$ cat src/rtl/bvr_pkg.sv
// Package: shared widths and the per-cycle decode result of the reset
// vector responder. Assumes a 16-bit data bus whose low lane carries the
// vector byte.
package bvr_pkg;
    localparam int LANE_W = 8;

    typedef struct packed {
        logic hit;   // this cycle is answered by the responder
        logic even;  // word index is even: carries the vector byte
    } bvr_slot_t;
endpackage

$ cat src/rtl/bvr_decode.sv
// Decoder: decides whether the current bus cycle is a vector read that the
// responder must answer. Assumes a word address (byte bit 0 dropped) and
// that `armed_i` comes from the fetch sequencer.
module bvr_decode
    import bvr_pkg::*;
#(
    parameter int ADDR_W    = 24,
    parameter int VEC_WORDS = 4
) (
    input  logic              rst_n,
    input  logic              enable_i,
    input  logic              armed_i,
    input  logic              as_n_i,
    input  logic              rd_ni_wr,
    input  logic [ADDR_W-1:1] word_addr_i,
    output bvr_slot_t         slot_o
);
    localparam logic [ADDR_W-1:1] LIMIT = (ADDR_W-1)'(VEC_WORDS);

    logic in_range;

    // Classify the cycle: enabled, armed, strobed read inside the vector words.
    always_comb begin
        in_range    = word_addr_i < LIMIT;
        slot_o.hit  = rst_n && enable_i && armed_i && !as_n_i && rd_ni_wr && in_range;
        slot_o.even = !word_addr_i[1];
    end
endmodule

$ cat src/rtl/bvr_seq.sv
// Fetch sequencer: counts answered reads as their strobe ends and disarms
// the responder after VEC_WORDS of them. Assumes a synchronous active-low
// reset and a strobe that is held for whole clock cycles.
module bvr_seq #(
    parameter int VEC_WORDS = 4
) (
    input  logic clk,
    input  logic rst_n,
    input  logic as_n_i,
    input  logic hit_i,
    output logic armed_o
);
    localparam int CNT_W = $clog2(VEC_WORDS + 1);
    localparam logic [CNT_W-1:0] CNT_MAX = CNT_W'(VEC_WORDS);

    logic [CNT_W-1:0] cnt_q;
    logic             hit_q;

    // Remember whether the previous cycle was answered.
    always_ff @(posedge clk) begin
        if (!rst_n) hit_q <= 1'b0;
        else        hit_q <= hit_i;
    end

    // Count a read when its strobe goes inactive after an answered cycle.
    always_ff @(posedge clk) begin
        if (!rst_n)                                   cnt_q <= '0;
        else if (as_n_i && hit_q && cnt_q != CNT_MAX) cnt_q <= cnt_q + 1'b1;
    end

    // Armed until the full vector fetch has been counted.
    always_comb armed_o = (cnt_q != CNT_MAX);

    p_cnt_bound_r9: assert property (@(posedge clk) disable iff (!rst_n)
        cnt_q <= CNT_MAX);
    p_release_sticky_r9: assert property (@(posedge clk) disable iff (!rst_n)
        !armed_o |=> !armed_o);
    p_no_hit_disarmed_r9: assert property (@(posedge clk) disable iff (!rst_n)
        !armed_o |-> !hit_i);
endmodule

$ cat src/rtl/bvr_lane.sv
// Lane former: builds the one-hot vector byte from the select index and
// places it in the low data lane for even vector words. Assumes the select
// index is at most LANE_W-1.
module bvr_lane
    import bvr_pkg::*;
#(
    parameter int DATA_W = 16,
    parameter int SEL_W  = 3
) (
    input  logic [SEL_W-1:0]  vec_sel_i,
    input  bvr_slot_t         slot_i,
    output logic [DATA_W-1:0] rd_data_o,
    output logic              bus_drive_o,
    output logic              ack_o
);
    logic [LANE_W-1:0] vec_byte;

    // One decoder bit per lane bit: set where the index points.
    for (genvar i = 0; i < LANE_W; i++) begin : g_bit
        assign vec_byte[i] = (vec_sel_i == SEL_W'(i));
    end

    // Drive the lane only for answered cycles; zero elsewhere.
    always_comb begin
        rd_data_o   = '0;
        bus_drive_o = slot_i.hit;
        ack_o       = slot_i.hit;
        if (slot_i.hit && slot_i.even) rd_data_o[LANE_W-1:0] = vec_byte;
    end
endmodule

$ cat src/rtl/boot_vector_responder.sv
// Reset vector responder: answers the processor's first VEC_WORDS word
// reads after reset with a start address whose single set bit is chosen by
// vec_sel_i. Assumes a 16-bit bus, word addressing and a synchronous
// active-low reset.
module boot_vector_responder
    import bvr_pkg::*;
#(
    parameter int ADDR_W    = 24,
    parameter int DATA_W    = 16,
    parameter int SEL_W     = 3,
    parameter int VEC_WORDS = 4
) (
    input  logic              clk,
    input  logic              rst_n,
    input  logic              enable_i,
    input  logic [SEL_W-1:0]  vec_sel_i,
    input  logic [ADDR_W-1:1] word_addr_i,
    input  logic              as_n_i,
    input  logic              rd_ni_wr,
    output logic [DATA_W-1:0] rd_data_o,
    output logic              bus_drive_o,
    output logic              ack_o
);
    bvr_slot_t slot;
    logic      armed;

    bvr_decode #(.ADDR_W(ADDR_W), .VEC_WORDS(VEC_WORDS)) u_decode (
        .rst_n       (rst_n),
        .enable_i    (enable_i),
        .armed_i     (armed),
        .as_n_i      (as_n_i),
        .rd_ni_wr    (rd_ni_wr),
        .word_addr_i (word_addr_i),
        .slot_o      (slot)
    );

    bvr_seq #(.VEC_WORDS(VEC_WORDS)) u_seq (
        .clk     (clk),
        .rst_n   (rst_n),
        .as_n_i  (as_n_i),
        .hit_i   (slot.hit),
        .armed_o (armed)
    );

    bvr_lane #(.DATA_W(DATA_W), .SEL_W(SEL_W)) u_lane (
        .vec_sel_i   (vec_sel_i),
        .slot_i      (slot),
        .rd_data_o   (rd_data_o),
        .bus_drive_o (bus_drive_o),
        .ack_o       (ack_o)
    );

    p_idle_zero_r10: assert property (@(posedge clk) disable iff (!rst_n)
        !bus_drive_o |-> rd_data_o == '0);
    p_quiet_disabled_r6: assert property (@(posedge clk) disable iff (!rst_n)
        !enable_i |-> !bus_drive_o && !ack_o);
    p_quiet_write_r7: assert property (@(posedge clk) disable iff (!rst_n)
        !rd_ni_wr |-> !bus_drive_o);
    p_ack_with_drive_r2: assert property (@(posedge clk) disable iff (!rst_n)
        bus_drive_o |-> ack_o && !as_n_i);
    p_vec_onehot_r5: assert property (@(posedge clk) disable iff (!rst_n)
        (bus_drive_o && !word_addr_i[1]) |-> $countones(rd_data_o) == 1);
    p_odd_zero_r4: assert property (@(posedge clk) disable iff (!rst_n)
        (bus_drive_o && word_addr_i[1]) |-> rd_data_o == '0);
endmodule

$ cat config.mk
export PLATFORM = sky130hd
export DESIGN_NAME = boot_vector_responder
export DESIGN_NICKNAME = d
export VERILOG_FILES = /design/src/rtl/bvr_pkg.sv /design/src/rtl/bvr_decode.sv /design/src/rtl/bvr_seq.sv /design/src/rtl/bvr_lane.sv /design/src/rtl/boot_vector_responder.sv
export SDC_FILE = /design/constraint.sdc
export NUM_CORES = 1
export LEC_CHECK = 0
export CAP_MARGIN = 30
export CELL_PAD_IN_SITES_DETAIL_PLACEMENT = 1
export CELL_PAD_IN_SITES_GLOBAL_PLACEMENT = 2
export CORE_ASPECT_RATIO = 1.25
export CORE_MARGIN = 2
export CORE_UTILIZATION = 13
export DETAILED_ROUTE_END_ITERATION = 10
export PLACE_DENSITY = 0.77
export SLEW_MARGIN = 20
export SYNTH_ARGS = -nofsm -noshare
export SYNTH_HDL_FRONTEND = slang
export SYNTH_SLANG_ARGS = --single-unit
$ cat constraint.sdc
create_clock -name clk -period 1.9 [get_ports clk]
set_clock_uncertainty 0.2 [all_clocks]
set_input_delay 0.285 -clock clk [delete_from_list [all_inputs] [get_ports clk]]
set_output_delay 0.285 -clock clk [all_outputs]
set_load 0.005 [all_outputs]
==> metrics, run 1 <==
non-filler cells, final 162; Critical Path Fanout Max 4; DP Worst Slack -0.8673 ns; post-route ant nets 0; synthesized cell area 490.5 um2; Hold WC Path Type in2reg; die height 72.68 um; DIE AREA 4283 um2; CTS clk-pin slew, worst paths 0.03 ns; CP bufs+invs 4; fin util 33.93%; post-synth top area share 16.33%; top_reg_cell synth dfxtp_1; Overflow after GRT 0; Port Buf Inserts 39; commonest cells in the netlist nor4_1, buf_4; CP arrival 1.44 ns; via count 718; CP startpoint kind primary input; Fmax 519.9 MHz; RSZ-0062 raised after global routing true; final hold viol count 0; CP Class in2out; Clk pwr share 49.1%; max-slew violations 0; Yosys top cell by area dfxtp_1; Worst Setup End Kind output pin; Comb pwr share 27.3%; layout cells sized above 1 65.04%; CTS Root Cell clkbuf_8; Mapped Cells 62; initial core utilization 13.84%; Num CTS Buffers 3; Synth async-reset ratio 0%; DR iter-0 viols 10; top post-synthesis cells by area dfxtp_1, nor4_1, buf_4; vias in the first global route 802; setup TNS -0.02336 ns; Placement Rows 24; first-pass detailed-route iteration total 7; WP data required 1.41 ns; clock tree buffer depth 2; Global Route Usage Sum 11.37%; Routed WL 2277 um; CTS tree done; Synth Warn # 0; DP Wirelength 1550 um; Flop pwr share 23.7%; Antenna Diode Count 0; violated checks design-rule violations, negative setup slack; first-pass GRT wire length 3650 um; DIE WIDTH 58.94 um; clock latency on the worst-skew pair 0.21 ns; Post-synth EDFFs 0; final hold slack 0.1669 ns; Placer Congestion 0.6780; Final Cycle Share 101.2%; setup violators final 1; number of synthesized register bits 4; Critical-path top delay cell nor4_4; CP top delay family buffers and inverters; status finished, violations left; Max Cap Viol 0; crit-path cells buf_2, nor4_4, buf_4, nand4b_4, buf_12, nor4_4, buf_2; LEAKAGE 0.0005964 uW; peak supply drop 103.9 uV; pwr/cell area 297.0 nW/um2; Final Critical Period 1.923 ns; via/cell ratio 4.432; switch share 23.79%; syn avg cell area 7.911 um2; H-tree depth 1; Core ar. 3543 um2; DR DRC count 1; Final nets 158; Netlist cell types 23; CP max stage delay 0.25 ns; final worst setup slack -0.02336 ns; P&R area growth vs syn 145.2%; initial antenna violation count 0; sequential-to-total area share from yosys stat 16.33%; Net Switching 84.96 uW; cell-internal power 272.2 uW; Inst Count DP 148; WL per Instance 14.06 um; largest net degree at the start of global routing 9; IO Count 49; clock sinks 4; count leader, synth nor4_1
## final timing paths
path	start	end	slack, ns	depth (start not counted)
max reg2reg	u_seq.cnt_q[0]	u_seq.cnt_q[0]	0.32	6
max	word_addr_i[20]	rd_data_o[2]	-0.02	7
min	rst_n	u_seq.cnt_q[0]	0.17	3
min reg2reg	u_seq.hit_q	u_seq.cnt_q[1]	0.28	2
## cell type report
type	instances	area (um2)
clock buffers	3	41.29
fillers	428	2341
inverters	4	15.01
multi-input cells	53	574.3
flip-flops and latches	4	82.58
well taps	39	48.80
repair buffers	59	440.4
## cells in the final DEF (no fill, tap or decap), drive strengths merged
cell	instances
a21oi	2
and2	1
buf	44
clkbuf	9
clkdlybuf4s15	3
clkdlybuf4s50	1
conb	8
dfxtp	4
dlygate4sd2	5
ha	2
inv	4
nand2	4
nand3	3
nand4	3
nand4b	6
nor2	2
nor2b	1
nor3	2
nor3b	1
nor4	12
nor4b	1
o21ai	2
o311ai	1
o41ai	1
or3	1
## tightest hold or removal path: stages
cell     delay (ns)
buf_2          0.12
inv_1          0.09
a21oi_1        0.04
## cells by family (layout without fill, tap and decap cells)
family                   count (synthesis)  after routing  share of synthesized area, %
AND/OR/NAND/NOR                         36             37                         53.32
buffers and inverters                   13             66                         16.83
AO/OA/AOI/OAI                            6              6                         7.654
flip-flops                               4              4                         16.33
adder cells (fa/ha/maj)                  2              2                         5.101
other                                    1              8                        0.7646
## per-layer routing
metal	wire length [um]	part of all wire (%)	GRT usage, %	up-vias
li1	-	-	-	350
met1	752	33	10.61	342
met2	1367	60	22.96	24
met3	137	6.0	3.369	2
met4	19	0.83	3.030	0
met5	0	0	0	-
## registers in the layout, indices dropped and copies added, names as in the netlist
| register | cells |
|---|---|
| u_seq.cnt_q | 3 |
| u_seq.hit_q | 1 |
## power groups by stage
| stage | sequential [uW] | clock [uW] | combinational (uW) |
|---|---|---|---|
| after CTS | 84.5 | 183 | 93.8 |
| after floorplan | 85.7 | 0 | 29.5 |
| after detailed placement | 85.7 | 0 | 94.3 |
| final | 84.6 | 175 | 97.4 |
| after global routing | 84.4 | 190 | 105 |
| after global placement | 85.7 | 0 | 92.5 |
## metrics by stage
stage | instance area, um2 | power, uW
floorplan | 516.7 | 115.2
global placement | 963.4 | 178.2
detailed placement | 963.4 | 180.0
CTS | 1190 | 360.9
global route | 1202 | 379.9
finish | 1202 | 357.1
## what timing repair did
| item | in CTS | in global routing |
|---|---|---|
| resized for setup | 148 | 18 |
| pin swaps | 22 | 5 |
| setup endpoints to repair | 10 | 10 |
| hold buffers | 0 | 0 |
| gates cloned | 2 | 0 |
| buffers inserted | 7 | 2 |
Note: power is estimated with default switching activity, not from simulation.
==> inputs of run 2 (changes only) <==
- CORE_UTILIZATION: 13 -> 14
- PLACE_DENSITY: 0.77 -> 0.82
- clock period: 1.9 -> 2.25 ns (I/O delays scaled with it)
==> metrics, run 2 (same netlist as run 1, synthesis figures left out) <==
final hold viol count 0 (unchanged); WP data required 1.71 ns (+0.30 ns); H-tree depth 1 (unchanged); max-slew violations 0 (unchanged); final hold slack 0.2969 ns (+0.1301 ns); Post-CTS Hold Fix Bufs 0 (unchanged); Worst Setup End Kind output pin; via count 729 (+1.5%); CP startpoint kind primary input; DR DRC count 0 (-1); Fmax 459.5 MHz; DIE WIDTH 56.94 um (-3.4%); Antenna Diode Count 0 (unchanged); vias in the first global route 767 (-4.4%); fin util 36.51% (+2.6 points); CTS clk-pin slew, worst paths 0.03 ns (about the same); Placer Congestion 0.7104 (+4.8%); top flop regs u_seq.cnt_q: 3 flops, u_seq.hit_q: 1 flops; CTS tree done; Final Cycle Share 96.73%; first-pass detailed-route iteration total 4 (-3); layout cells sized above 1 47.58% (-17 points); Biggest register u_seq.cnt_q; CP Class in2out; peak supply drop 143.5 uV (+38%); Max Cap Viol 0 (unchanged); setup violators final 0 (-1); CP arrival 1.64 ns (+0.20 ns); CTS Root Cell clkbuf_8; clock tree buffer depth 2 (unchanged); via/cell ratio 4.472 (+0.91%); Global Route Usage Sum 11.31% (-0.056 points); die height 70.18 um (-3.4%); Largest register FFs 3 (unchanged); largest net degree at the start of global routing 9 (unchanged); FILL cells 408 (-4.7%); WL per Instance 14.14 um (+0.61%); DP Wirelength 1522 um (-1.8%); Placement Rows 24 (unchanged); LEAKAGE 0.0006723 uW (+13%); Num CTS Buffers 3 (unchanged); Critical Path Fanout Max 4 (unchanged); DIE AREA 3996 um2 (-6.7%); first-pass GRT wire length 3505 um (-4.0%); commonest non-fill, non-tap cells in the layout dlygate4sd2_1, buf_4, buf_6, buf_2, conb_1; initial antenna violation count 0 (unchanged); DR iter-0 viols 13 (+3); Reg2Reg Setup Slack 0.59 ns (+0.27 ns); initial core utilization 14.33% (+0.49 points); Hold WC Path Type reg2reg; Overflow after GRT 0 (unchanged); Power Total 311.7 uW (-13%); Final Critical Period 2.176 ns; post-route ant nets 0 (unchanged); Final nets 159 (+0.63%); clock sinks 4 (unchanged); clock latency on the worst-skew pair 0.22 ns (about the same); RSZ-0062 raised after global routing true; Port Buf Inserts 39 (unchanged); pwr/cell area 249.4 nW/um2 (-16%); IO Count 49 (unchanged); P&R area growth vs syn 154.8%; status complete, no violations; Core ar. 3423 um2 (-3.4%); Routed WL 2305 um (+1.2%)
-- run 2: layout make-up --
class	count	area [um2]	share of cell area, %
Multi-Input combinational cell	53	545.5	43.64
Tap cell	39	48.80	3.904
Timing Repair Buffer	60	519.2	41.54
Clock buffer	3	41.29	3.303
Sequential cell	4	80.08	6.406
Inverter	4	15.01	1.201
-- run 2: metal layers --
layer	GRT usage [%]	wire, um	vias up
li1	-	-	356
met1	12.92	877	335
met2	19.16	1212	34
met3	3.519	179	4
met4	4.651	36	0
met5	0	0	-
-- run 2: through the flow --
step	cells	area, um2	setup slack [ns]	setup TNS, ns
final	163	1250	0.07354	0
after global routing	163	1250	-0.01379	-0.02576
after CTS	159	1150	0.002717	0
after detailed placement	149	970.9	-0.5391	-5.117
after global placement	149	970.9	-0.5224	-4.974
after floorplan	69	516.7	0.4087	0
-- run 2: report_power, final --
group	internal, uW	total, uW	leakage, uW	switching (uW)
Combinational	51.4	87.4	0.000618	36.0
Clock	114	153	0.0000216	38.7
Sequential	71.5	71.5	0.0000322	0.00000111
Total	237	312	0.000672	74.8
-- run 2: critical path, stage by stage --
cell	delay (ns)
clkdlybuf4s50_1	0.49
nor2b_2	0.22
nand4b_1	0.17
nor4_4	0.26
buf_2	0.15
-- run 2: timing repair --
item,4_1_cts,5_1_grt
resized for setup,81,27
gates cloned,3,0
pin swaps,15,11
buffers inserted,4,4
endpoints found under the setup margin,10,9
-- run 2: final timing paths --
path / from / to / cells after the start
max: vec_sel_i[2] / rd_data_o[6] / 5
min: u_seq.hit_q / u_seq.cnt_q[1] / 2
max reg2reg: u_seq.cnt_q[0] / u_seq.cnt_q[0] / 6
min reg2reg: u_seq.hit_q / u_seq.cnt_q[1] / 2
==> inputs of run 3 (changes only) <==
- TNS_END_PERCENT: unset -> 1
==> metrics, run 3 (same netlist as run 1, synthesis figures left out) <==
Port Buf Inserts 39 (unchanged); met1 WL 889 um (+1.4%); Hold WC Path Type reg2reg; Final nets 161 (+1.3%); Num CTS Buffers 3 (unchanged); CP Class in2out; max-slew violations 0 (unchanged); first-pass detailed-route iteration total 4 (unchanged); Largest register FFs 3 (unchanged); Max Used Layer met4; CP startpoint kind primary input; final worst setup slack 0.07926 ns (+0.005711 ns); non-filler cells, final 165 (+1.2%); CTS tree done; setup violators final 0 (unchanged); Placement Rows 24 (unchanged); clock tree buffer depth 2 (unchanged); status complete, no violations; H-tree depth 1 (unchanged); via/cell ratio 4.479 (+0.14%); Critical-path top delay cell clkdlybuf4s50_1; DIE AREA 3996 um2 (unchanged); Antenna Diode Count 0 (unchanged); Core ar. 3423 um2 (unchanged); DIE WIDTH 56.94 um (unchanged); P&R area growth vs syn 166.8%; commonest non-fill, non-tap cell in the layout buf_6; clock sinks 4 (unchanged); CP max stage delay 0.49 ns (about the same); Overflow after GRT 0 (unchanged); met3 wire len 183 um (+2.2%); vias in the first global route 761 (-0.78%); Final Cycle Share 96.48% (-0.25 points); DP Worst Slack -0.5391 ns (unchanged); crit-path cells clkdlybuf4s50_1, nor2b_2, nand4b_1, nor4_4, buf_2; CTS clk-pin slew, worst paths 0.03 ns (about the same); Final Critical Period 2.171 ns (-0.005711 ns); Global Route Usage Sum 11.46% (+0.15 points); post-route ant nets 0 (unchanged); Fmax 460.7 MHz (+0.26%); Post-CTS Hold Fix Bufs 0 (unchanged); RSZ-0062 raised after global routing true; Placer Congestion 0.7104 (unchanged); final hold viol count 0 (unchanged); DP Wirelength 1522 um (unchanged); final hold slack 0.2979 ns (+0.0009700 ns); WL per Instance 14.50 um (+2.5%); CP bufs+invs 2 (unchanged); die height 70.18 um (unchanged); routed wire length on met2 1283 um (+5.9%); peak supply drop 170.8 uV (+19%); pwr/cell area 241.0 nW/um2 (-3.4%); Critical Path Fanout Max 4 (unchanged); Inst Count DP 149 (unchanged); first-pass GRT wire length 3588 um (+2.4%); Max Cap Viol 0 (unchanged); CP top delay family simple AND/OR/NAND/NOR gates; DR DRC count 0 (unchanged); layout cells sized above 1 48.41% (+0.83 points); via count 739 (+1.4%); IO Count 49 (unchanged); Routed WL 2392 um (+3.8%); largest net degree at the start of global routing 9 (unchanged); initial antenna violation count 0 (unchanged); CP arrival 1.63 ns (about the same); Worst Setup End Kind output pin; WP data required 1.71 ns (about the same); commonest non-fill, non-tap cells in the layout buf_6, dlymetal6s2s_1, dlygate4sd2_1, buf_4, buf_2; LEAKAGE 0.0007010 uW (+4.3%); DR iter-0 viols 11 (-2); CTS Root Cell clkbuf_8; Biggest register u_seq.cnt_q; clock latency on the worst-skew pair 0.22 ns (about the same); top flop regs u_seq.cnt_q: 3 flops, u_seq.hit_q: 1 flops; initial core utilization 14.33% (unchanged)
run 3: cell types whose count changed in the layout (fill, tap and decap cells not counted), sizes merged:
cell	previous run	this run
dlymetal6s2s	7	10
buf	30	33
clkdlybuf4s50	6	5
clkbuf	7	6
dlygate4sd2	12	10
run 3: area by class of cell:
class	count	area [um2]
inverters	4	15.01
multi-input cells	53	545.5
fillers	403	2115
repair buffers	62	578.1
clock buffers	3	41.29
well taps	39	48.80
flip-flops and latches	4	80.08
run 3: report_power, final:
| group | switching [uW] | internal (uW) |
|---|---|---|
| logic | 36.6 | 54.0 |
| registers | 0.00000108 | 71.4 |
| clock network | 39.2 | 114 |
run 3: stage by stage:
step / TNS [ns] / power (uW) / instance area [um2] / util [%]
5_1_grt: -0.02062 / 331.7 / 1309 / 38.23
3_3_place_gp: -4.974 / 151.2 / 970.9 / 28.36
2_1_floorplan: 0 / 97.31 / 516.7 / -
3_5_place_dp: -5.117 / 152.2 / 970.9 / 28.36
4_1_cts: -0.02642 / 310.5 / 1131 / 33.04
6_report: 0 / 315.4 / 1309 / 38.23
run 3: worst paths after layout:
check / start / to / slack, ns / cells past startpoint
min: u_seq.hit_q / u_seq.cnt_q[1] / 0.30 / 2
max reg2reg: u_seq.cnt_q[0] / u_seq.cnt_q[0] / 0.60 / 6
max: vec_sel_i[2] / rd_data_o[6] / 0.08 / 5
min reg2reg: u_seq.hit_q / u_seq.cnt_q[1] / 0.30 / 2
run 3: routing by layer:
| metal | vias to the layer above | global-route usage [%] |
|---|---|---|
| met5 | - | 0 |
| met4 | 0 | 4.651 |
| met3 | 4 | 3.519 |
| met2 | 36 | 19.67 |
| met1 | 340 | 12.91 |
| li1 | 359 | - |
run 3: worst register-to-register path: stages (launching register included):
cell,delay [ns]
dfxtp_1,0.33
inv_1,0.05
ha_2,0.20
buf_4,0.14
and2_1,0.17
or3_1,0.35
a21oi_1,0.15
run 3: repair_timing:
action                     in CTS  in global routing
resized for setup              78                 38
buffers inserted                2                  8
pin swaps                      13                 14
gates cloned                    3                  0
setup endpoints to repair      10                 10
